### src/rtl/bus_rcv_pkg.sv
package bus_rcv_pkg;

    // Line activity for one quarter of a bit period.
    typedef struct packed {
        logic scl_low;   // pull SCL low
        logic sda_low;   // pull SDA low
        logic sample;    // read SDA at the end of this quarter
    } bus_pat_t;

    // Quarters: 4 for the opening start, 4 per dummy clock, 4 for start+stop.
    function automatic int total_quarters(input int n_dummy);
        return 8 + 4 * n_dummy;
    endfunction

    // Line pattern for quarter index q of the recovery sequence.
    function automatic bus_pat_t pat_at(input int q, input int n_dummy);
        bus_pat_t p;
        int r;
        p = '0;
        if (q < 4) begin
            // released, start (SDA low under SCL high), SCL low, SDA released
            p.scl_low = (q >= 2);
            p.sda_low = (q == 1) || (q == 2);
        end else if (q < 4 + 4 * n_dummy) begin
            // two quarters high, two low, SDA released; read mid-high
            r = (q - 4) % 4;
            p.scl_low = (r >= 2);
            p.sample  = (r == 0);
        end else begin
            // SCL high throughout: released, start, hold, stop
            r = q - 4 - 4 * n_dummy;
            p.sda_low = (r == 1) || (r == 2);
        end
        return p;
    endfunction

endpackage

### src/rtl/bus_rcv_tick.sv
module bus_rcv_tick #(
    parameter int DIV_W = 8
) (
    input  logic             clk_i,
    input  logic             rst_ni,
    input  logic             run_i,
    input  logic [DIV_W-1:0] div_i,
    output logic             tick_o
);

    logic [DIV_W-1:0] cnt_d, cnt_q;

    always_comb begin
        tick_o = run_i && (cnt_q == div_i);
        cnt_d  = cnt_q;
        if (!run_i || tick_o) begin
            cnt_d = '0;
        end else begin
            cnt_d = cnt_q + 1'b1;
        end
    end

    always_ff @(posedge clk_i or negedge rst_ni) begin
        if (!rst_ni) begin
            cnt_q <= '0;
        end else begin
            cnt_q <= cnt_d;
        end
    end

endmodule

### src/rtl/bus_rcv_seq.sv
module bus_rcv_seq
    import bus_rcv_pkg::*;
#(
    parameter int DIV_W   = 8,
    parameter int N_DUMMY = 9
) (
    input  logic             clk_i,
    input  logic             rst_ni,
    input  logic             start_i,
    input  logic [DIV_W-1:0] div_i,
    input  logic             tick_i,
    output logic             busy_o,
    output logic [DIV_W-1:0] div_o,
    output logic             accept_o,
    output logic             sample_o,
    output logic             scl_oe_o,
    output logic             sda_oe_o,
    output logic             done_o
);

    localparam int TOTAL_Q = total_quarters(N_DUMMY);
    localparam int Q_W     = $clog2(TOTAL_Q);

    typedef struct packed {
        logic             busy;
        logic [Q_W-1:0]   qidx;
        logic [DIV_W-1:0] div;
        logic             scl_oe;
        logic             sda_oe;
        logic             done;
    } seq_state_t;

    seq_state_t st_d, st_q;
    bus_pat_t   cur_pat, nxt_pat;

    always_comb begin
        st_d     = st_q;
        st_d.done = 1'b0;
        cur_pat  = pat_at(int'(st_q.qidx), N_DUMMY);
        nxt_pat  = pat_at(int'(st_q.qidx) + 1, N_DUMMY);
        accept_o = !st_q.busy && start_i;
        sample_o = st_q.busy && tick_i && cur_pat.sample;

        if (accept_o) begin
            st_d.busy   = 1'b1;
            st_d.qidx   = '0;
            st_d.div    = div_i;
            st_d.scl_oe = 1'b0;
            st_d.sda_oe = 1'b0;
        end else if (st_q.busy && tick_i) begin
            if (int'(st_q.qidx) == TOTAL_Q - 1) begin
                st_d.busy   = 1'b0;
                st_d.qidx   = '0;
                st_d.scl_oe = 1'b0;
                st_d.sda_oe = 1'b0;
                st_d.done   = 1'b1;
            end else begin
                st_d.qidx   = st_q.qidx + 1'b1;
                st_d.scl_oe = nxt_pat.scl_low;
                st_d.sda_oe = nxt_pat.sda_low;
            end
        end
    end

    always_ff @(posedge clk_i or negedge rst_ni) begin
        if (!rst_ni) begin
            st_q <= '0;
        end else begin
            st_q <= st_d;
        end
    end

    assign busy_o   = st_q.busy;
    assign div_o    = st_q.div;
    assign scl_oe_o = st_q.scl_oe;
    assign sda_oe_o = st_q.sda_oe;
    assign done_o   = st_q.done;

endmodule

### src/rtl/bus_rcv_stuck.sv
module bus_rcv_stuck (
    input  logic clk_i,
    input  logic rst_ni,
    input  logic clear_i,
    input  logic sample_i,
    input  logic sda_i,
    output logic stuck_o
);

    logic stuck_d, stuck_q;

    always_comb begin
        stuck_d = stuck_q;
        if (clear_i) begin
            stuck_d = 1'b0;
        end else if (sample_i && !sda_i) begin
            stuck_d = 1'b1;
        end
    end

    always_ff @(posedge clk_i or negedge rst_ni) begin
        if (!rst_ni) begin
            stuck_q <= 1'b0;
        end else begin
            stuck_q <= stuck_d;
        end
    end

    assign stuck_o = stuck_q;

endmodule

### src/rtl/bus_rcv_top.sv
module bus_rcv_top #(
    parameter int DIV_W   = 8,
    parameter int N_DUMMY = 9
) (
    input  logic             clk_i,
    input  logic             rst_ni,
    input  logic             start_i,
    input  logic [DIV_W-1:0] div_i,
    input  logic             sda_i,
    output logic             scl_oe_o,
    output logic             sda_oe_o,
    output logic             busy_o,
    output logic             done_o,
    output logic             stuck_o
);

    logic             tick;
    logic             accept;
    logic             sample;
    logic [DIV_W-1:0] div_held;

    bus_rcv_tick #(.DIV_W(DIV_W)) u_tick (
        .clk_i  (clk_i),
        .rst_ni (rst_ni),
        .run_i  (busy_o),
        .div_i  (div_held),
        .tick_o (tick)
    );

    bus_rcv_seq #(.DIV_W(DIV_W), .N_DUMMY(N_DUMMY)) u_seq (
        .clk_i    (clk_i),
        .rst_ni   (rst_ni),
        .start_i  (start_i),
        .div_i    (div_i),
        .tick_i   (tick),
        .busy_o   (busy_o),
        .div_o    (div_held),
        .accept_o (accept),
        .sample_o (sample),
        .scl_oe_o (scl_oe_o),
        .sda_oe_o (sda_oe_o),
        .done_o   (done_o)
    );

    bus_rcv_stuck u_stuck (
        .clk_i    (clk_i),
        .rst_ni   (rst_ni),
        .clear_i  (accept),
        .sample_i (sample),
        .sda_i    (sda_i),
        .stuck_o  (stuck_o)
    );

endmodule

### config.mk
export PLATFORM = sky130hd
export DESIGN_NAME = bus_rcv_top
export DESIGN_NICKNAME = d
export VERILOG_FILES = /design/src/rtl/bus_rcv_pkg.sv /design/src/rtl/bus_rcv_tick.sv /design/src/rtl/bus_rcv_seq.sv /design/src/rtl/bus_rcv_stuck.sv /design/src/rtl/bus_rcv_top.sv
export SDC_FILE = /design/constraint.sdc
export NUM_CORES = 1
export LEC_CHECK = 0
export ABC_AREA = 1
export CORE_UTILIZATION = 40
export CTS_CLUSTER_SIZE = 12
export DETAILED_ROUTE_END_ITERATION = 7
export PLACE_DENSITY = 0.62
export SLEW_MARGIN = 20
export SYNTH_ARGS = -nofsm -noshare
export SYNTH_HDL_FRONTEND = slang
export SYNTH_HIERARCHICAL = 1
export SYNTH_SLANG_ARGS = --single-unit
### constraint.sdc
create_clock -name clk_i -period 2.7 [get_ports clk_i]
set_clock_uncertainty 0.15 [all_clocks]
set_input_delay 0.405 -clock clk_i [delete_from_list [all_inputs] [get_ports clk_i]]
set_output_delay 0.405 -clock clk_i [all_outputs]
set_load 0.01 [all_outputs]
==> results.toml, run 1 <==
[status]
status = "finished, final reports clean"

[timing]
timing.hold.ws_ns = 0.3530
maxSlewViolCount = 0
rsz0062_at_grt = "no"
hold_viol = 0
period_needed_ns = 2.319
setup_ws_ns = 0.3811
fin_crit_sh_pct = 85.89
achievable-frequency_mhz = 431.2
worst_pin_slew_ns = 0.3523
slew_headroom_pct = 76.51
fin_setup_tns_ns = 0
setup-violations-final = 0

[final_layout]
final_common_cell = "nand2_1"
drive_gt1_share_pct = 9.728
stdcell_count = 307
most-common-layout-cells = "nand2_1, inv_1, dfrtp_1"
diodes = 0
n_fill_cell = 439
final_util_pct = 48.04
nets = 278
areaGrowthSynthToFinish_pct = 11.74

[clock_network]
htree_levels = 1
path_clk_slew_ns = 0.09
ctsResizeCount = 0
holdBufCountCts = 0
clock_sinks = 27
cts_tree = "done"
cts_setup_buffers = 0
clock_latency_ns = 0.27
cts_buffer_depth = 2
cts_root_buf = "clkbuf_8"
numCtsBuffers = 3

[placement]
gp_congestion = 0.8214
port_buffers = 16
dp_cells = 303
pre_cts_ws_ns = 0.4121
dp_hpwl_um = 2653

[yosys]
synth-compound-area-share_pct = 4.526
synthFlopType = "dfrtp_1"
synthAdderAreaFrac_pct = 5.658
async_flop_share_pct = 100.0
ys_seq_area_share_pct = 38.19
synth_top_family_by_area = "simple AND/OR/NAND/NOR gates"
synth-xor-area-share_pct = 3.960
synth_cell_types = 25
ys_ff_latch = 27
synth_nets = 265
ys_warn_count = 6
synth_mux_area_share_pct = 0
synthSimpleGateAreaFrac_pct = 36.14
syn_area_mm2 = 0.001769
synth_edf_count = 0
syn_inst = 245
syn_area_per_cell_um2 = 7.221

[drt]
drt_iter0_markers = 57
m1WireLength_um = 1811
wl_met3_um = 100
routed_wl_um = 3515
met2_wirelength_um = 1570
routedWlPerCell_um = 11.45
num_vias = 1414
ant_nets = 0
dr.pass1.iters = 4
via_per_inst = 4.606
highest_layer = "met4"
drc = 0

[die]
die_y_um = 68.51
start_util_pct = 42.99
dieWidth_um = 68.51
coreArea_mm2 = 0.004115
dieArea_mm2 = 0.004693
io-pin-count = 17
fp-row-count = 23

[min_path]
hold_path_class = "reg2reg"
holdPathEnd = "u_seq/div_o[7]"
hp-start = "u_seq/div_o[7]"
hold_depth = 2

[power]
p_per_area_mw_per_mm2 = 1001
leakage_uw = 0.001022
peakVddDrop_v = 0.0005154

[worst_setup_path]
crit_required_ns = 2.72
reg2reg_to = "u_seq/sda_oe_o"
crit_type = "reg2reg"
cp.arrival_ns = 2.34
cp_max_fo = 9
cp-start-kind = "flop"
regToRegStartpoint = "u_seq/st_q[11]"
cp-end-kind = "flop"
reg2reg_depth = 13
rrSetupSlack_ns = 0.38

[global_route]
grt_pass1_wl_um = 5727
grt-ovfl-total = 0
antenna_found_initial = 0
gr-usage-all-layers_pct = 16.67
grt_pass1_vias = 1254
grt_max_degree = 28

[job]
cap_violations = 0
cell families (layout without fill, tap and decap cells):
logic type,after synthesis,after routing
xor gates and xnor gates,8,8
adders and majority gates,8,8
AOI/OAI and AO/OA,13,13
DFF,27,27
and+or+nand+nor,145,145
buffers and inverters,44,56
synthesized netlist by cell type (2+ instances only):
| master | instances | area, um2 |
|---|---|---|
| nand2_1 | 88 | 330.3 |
| inv_1 | 34 | 127.6 |
| dfrtp_1 | 27 | 675.7 |
| nor2_1 | 23 | 86.33 |
| nand3_1 | 11 | 55.05 |
| buf_4 | 8 | 60.06 |
| ha_1 | 8 | 100.1 |
| nand2_2 | 6 | 37.54 |
| nor2_2 | 6 | 37.54 |
| o21ai_0 | 6 | 30.03 |
| xnor2_1 | 5 | 43.79 |
| o22ai_1 | 4 | 25.02 |
| nand4_1 | 3 | 18.77 |
| xor2_1 | 3 | 26.28 |
| nand3_2 | 2 | 20.02 |
| nor3_2 | 2 | 20.02 |
worst max-delay path by stage:
stage | start | end
floorplan | u_seq/st_q[11] | u_seq/sda_oe_o
global placement | u_seq/st_q[11] | u_seq/sda_oe_o
detailed placement | u_seq/st_q[11] | u_seq/sda_oe_o
CTS | u_seq/st_q[11] | u_seq/sda_oe_o
global route | u_seq/st_q[11] | u_seq/sda_oe_o
finish | u_seq/st_q[11] | u_seq/sda_oe_o
metrics by stage:
stage / cell area [um2] / power (uW)
global route: 1977 / 2180
detailed placement: 1931 / 1751
global placement: 1931 / 1741
CTS: 1977 / 1993
floorplan: 1769 / 1541
finish: 1977 / 1978
power breakdown:
group / internal [uW] / leakage, uW / total (uW) / switching (uW)
clock: 103 / 0.0000255 / 230 / 127
combinational: 418 / 0.000669 / 1040 / 620
sequential: 545 / 0.000328 / 710 / 165
routing by layer:
| layer | GRT usage, % | vias to the layer above |
|---|---|---|
| met4 | 3.906 | 0 |
| met1 | 23.15 | 632 |
| met5 | 0 | - |
| met2 | 25.98 | 17 |
| li1 | - | 763 |
| met3 | 3.947 | 2 |
worst max-delay path, stage by stage, from the launching register on:
cell	delay (ns)
dfrtp_1	0.47
ha_1	0.29
nand2_1	0.12
inv_1	0.05
or2_1	0.33
ha_1	0.27
inv_1	0.08
nand3_1	0.12
nand2_1	0.09
nand2_1	0.05
nand3_1	0.07
nor2_1	0.04
nand2_1	0.04
nand2_1	0.04
cell type report:
type / count / area [um2] / share of cell area, %
clock buffers: 3 / 41.29 / 2.089
flip-flops and latches: 27 / 675.6 / 34.18
clock inverters: 1 / 5.005 / 0.2532
repair buffers: 18 / 175.2 / 8.861
inverters: 34 / 127.6 / 6.456
well taps: 50 / 62.56 / 3.165
multi-input cells: 174 / 889.6 / 45.00
state kept, by name, summed over array words and instances (netlist names):
register         count
u_seq/st_q           6
u_seq/busy_o         1
u_stuck/stuck_o      1
u_seq/div_o          8
u_seq/sda_oe_o       1
u_seq/scl_oe_o       1
u_tick/cnt_q         8
u_seq/done_o         1
Power figures use the tool's default switching activity.
==> run 2, diff against run 1 <==
--- a/config.mk
+++ b/config.mk
@@ -8,2 +8,4 @@
 export ABC_AREA = 1
+export CELL_PAD_IN_SITES_DETAIL_PLACEMENT = 0
+export CELL_PAD_IN_SITES_GLOBAL_PLACEMENT = 1
 export CORE_UTILIZATION = 40
@@ -11,3 +13,3 @@
 export DETAILED_ROUTE_END_ITERATION = 7
-export PLACE_DENSITY = 0.62
+export PLACE_DENSITY = 0.8
 export SLEW_MARGIN = 20
==> constraint.sdc (replaced) <==
create_clock -name clk_i -period 2.7 [get_ports clk_i]
set_clock_uncertainty 0.15 [all_clocks]
set_input_delay 0.81 -clock clk_i [delete_from_list [all_inputs] [get_ports clk_i]]
set_output_delay 0.81 -clock clk_i [all_outputs]
set_load 0.01 [all_outputs]
==> run 2 against run 1 <==
Net effect: final area up 0.51%; sequential cell count stayed put; die area did not move.
==> results.toml, run 2 (synthesis results as in run 1) <==
[final_layout]
multi_input_area_um2 = 889.6
stdcell_count = 308
drive_gt1_share_pct = 10.08
nets = 279
n_fill_cell = 422
regArea_um2 = 675.6
diodes = 0
most-common-layout-cells = "nand2_1, inv_1, dfrtp_1"
final_common_cell = "nand2_1"
areaGrowthSynthToFinish_pct = 12.31

[global_route]
grt_pass1_wl_um = 5878
gr-usage-all-layers_pct = 16.88
antenna_found_initial = 0
grt-ovfl-total = 0
grt_pass1_vias = 1359
grt_max_degree = 28

[timing]
worst_pin_slew_ns = 0.3584
setup_ws_ns = 0.3917
period_needed_ns = 2.308
achievable-frequency_mhz = 433.2
rsz0062_at_grt = "no"
hold_viol = 0
slew_headroom_pct = 76.10
fin_crit_sh_pct = 85.49
fin_setup_tns_ns = 0
setup-violations-final = 0
maxSlewViolCount = 0

[clock_network]
numCtsBuffers = 3
cts_buffer_depth = 2
ctsResizeCount = 0
htree_levels = 1
cts_tree = "done"
clock_latency_ns = 0.28
cts_root_buf = "clkbuf_8"
cts_setup_buffers = 0
path_clk_slew_ns = 0.09
clock_sinks = 27
holdBufCountCts = 0

[drt]
ant_nets = 0
routedWlPerCell_um = 10.92
wl_met3_um = 58
drt_iter0_markers = 64
drc = 0
met2_wirelength_um = 1695
dr.pass1.iters = 4
m1WireLength_um = 1573
routed_wl_um = 3364
highest_layer = "met4"
num_vias = 1432
via_per_inst = 4.649

[min_path]
hp-start = "u_seq/scl_oe_o"
hold_path_class = "reg2reg"

[worst_setup_path]
crit_required_ns = 2.77
cp.arrival_ns = 2.38
regToRegStartpoint = "u_seq/st_q[11]"
cp-startpoint = "u_seq/st_q[11]"
cp-start-kind = "flop"
cp_max_fo = 9
crit_type = "reg2reg"
cp-end-kind = "flop"

[placement]
port_buffers = 16
dp_cells = 304
dp_hpwl_um = 2608
gp_congestion = 0.7893
pre_cts_ws_ns = 0.4031

[power]
p_per_area_mw_per_mm2 = 991.7
finalPower_uw = 1970
leakage_uw = 0.001024
peakVddDrop_v = 0.0005788

[die]
start_util_pct = 42.99
dieWidth_um = 68.51
fp-row-count = 23
die_y_um = 68.51
io-pin-count = 17
dieArea_mm2 = 0.004693
coreArea_mm2 = 0.004115

[status]
status = "finished, final reports clean"

[job]
cap_violations = 0
==> run 2: changes by cell type in the layout (fill, tap and decap cells not counted), sizes merged <==
cell	delta
clkinv	-1
buf	+1
clkinvlp	+1
==> run 2: power by group <==
part           total [uW]  switching (uW)  internal (uW)
Sequential            702             158            545
Combinational        1030             610            419
Clock                 238             133            105
==> run 2: layout make-up <==
| cell class | instances | area share (%) |
|---|---|---|
| flip-flops and latches | 27 | 34.00 |
| clock inverters | 1 | 0.3778 |
| repair buffers | 19 | 9.194 |
| well taps | 50 | 3.149 |
| inverters | 34 | 6.423 |
| multi-input cells | 174 | 44.77 |
| clock buffers | 3 | 2.078 |
==> run 2: critical path: stages, from the launching register on <==
cell	delay (ns)
dfrtp_1	0.47
ha_1	0.29
nand2_1	0.12
inv_1	0.06
or2_1	0.33
ha_1	0.27
inv_1	0.07
nand3_1	0.11
nand3_1	0.10
o21ai_0	0.07
nor2_1	0.09
nand2_1	0.06
nand2_1	0.05
==> run 2: path summary, 6_finish.rpt <==
| path | to | cells past startpoint | slack, ns |
|---|---|---|---|
| setup / recovery | u_seq/sda_oe_o | 12 | 0.39 |
| hold / removal | u_seq/scl_oe_o | 2 | 0.34 |
| setup reg to reg | u_seq/sda_oe_o | 12 | 0.39 |
| hold reg to reg | u_seq/scl_oe_o | 2 | 0.34 |
| max in group asynchronous | u_seq/st_q[13] | 2 | 1.38 |
| min in group asynchronous | u_seq/div_o[7] | 2 | 0.75 |
==> run 2: layer usage <==
metal	GRT usage (%)	up-vias
met5	0	-
met4	4.688	0
met3	3.125	4
met2	31.62	10
met1	19.29	650
li1	-	768
==> run 2: per-stage QoR <==
step,area (um2),util [%],hold WS (ns)
after floorplan,1769,-,0.2931
after global placement,1938,47.10,0.3195
after detailed placement,1938,47.10,0.3183
after CTS,1987,48.28,0.3513
after global routing,1987,48.28,0.3892
final,1987,48.28,0.3442
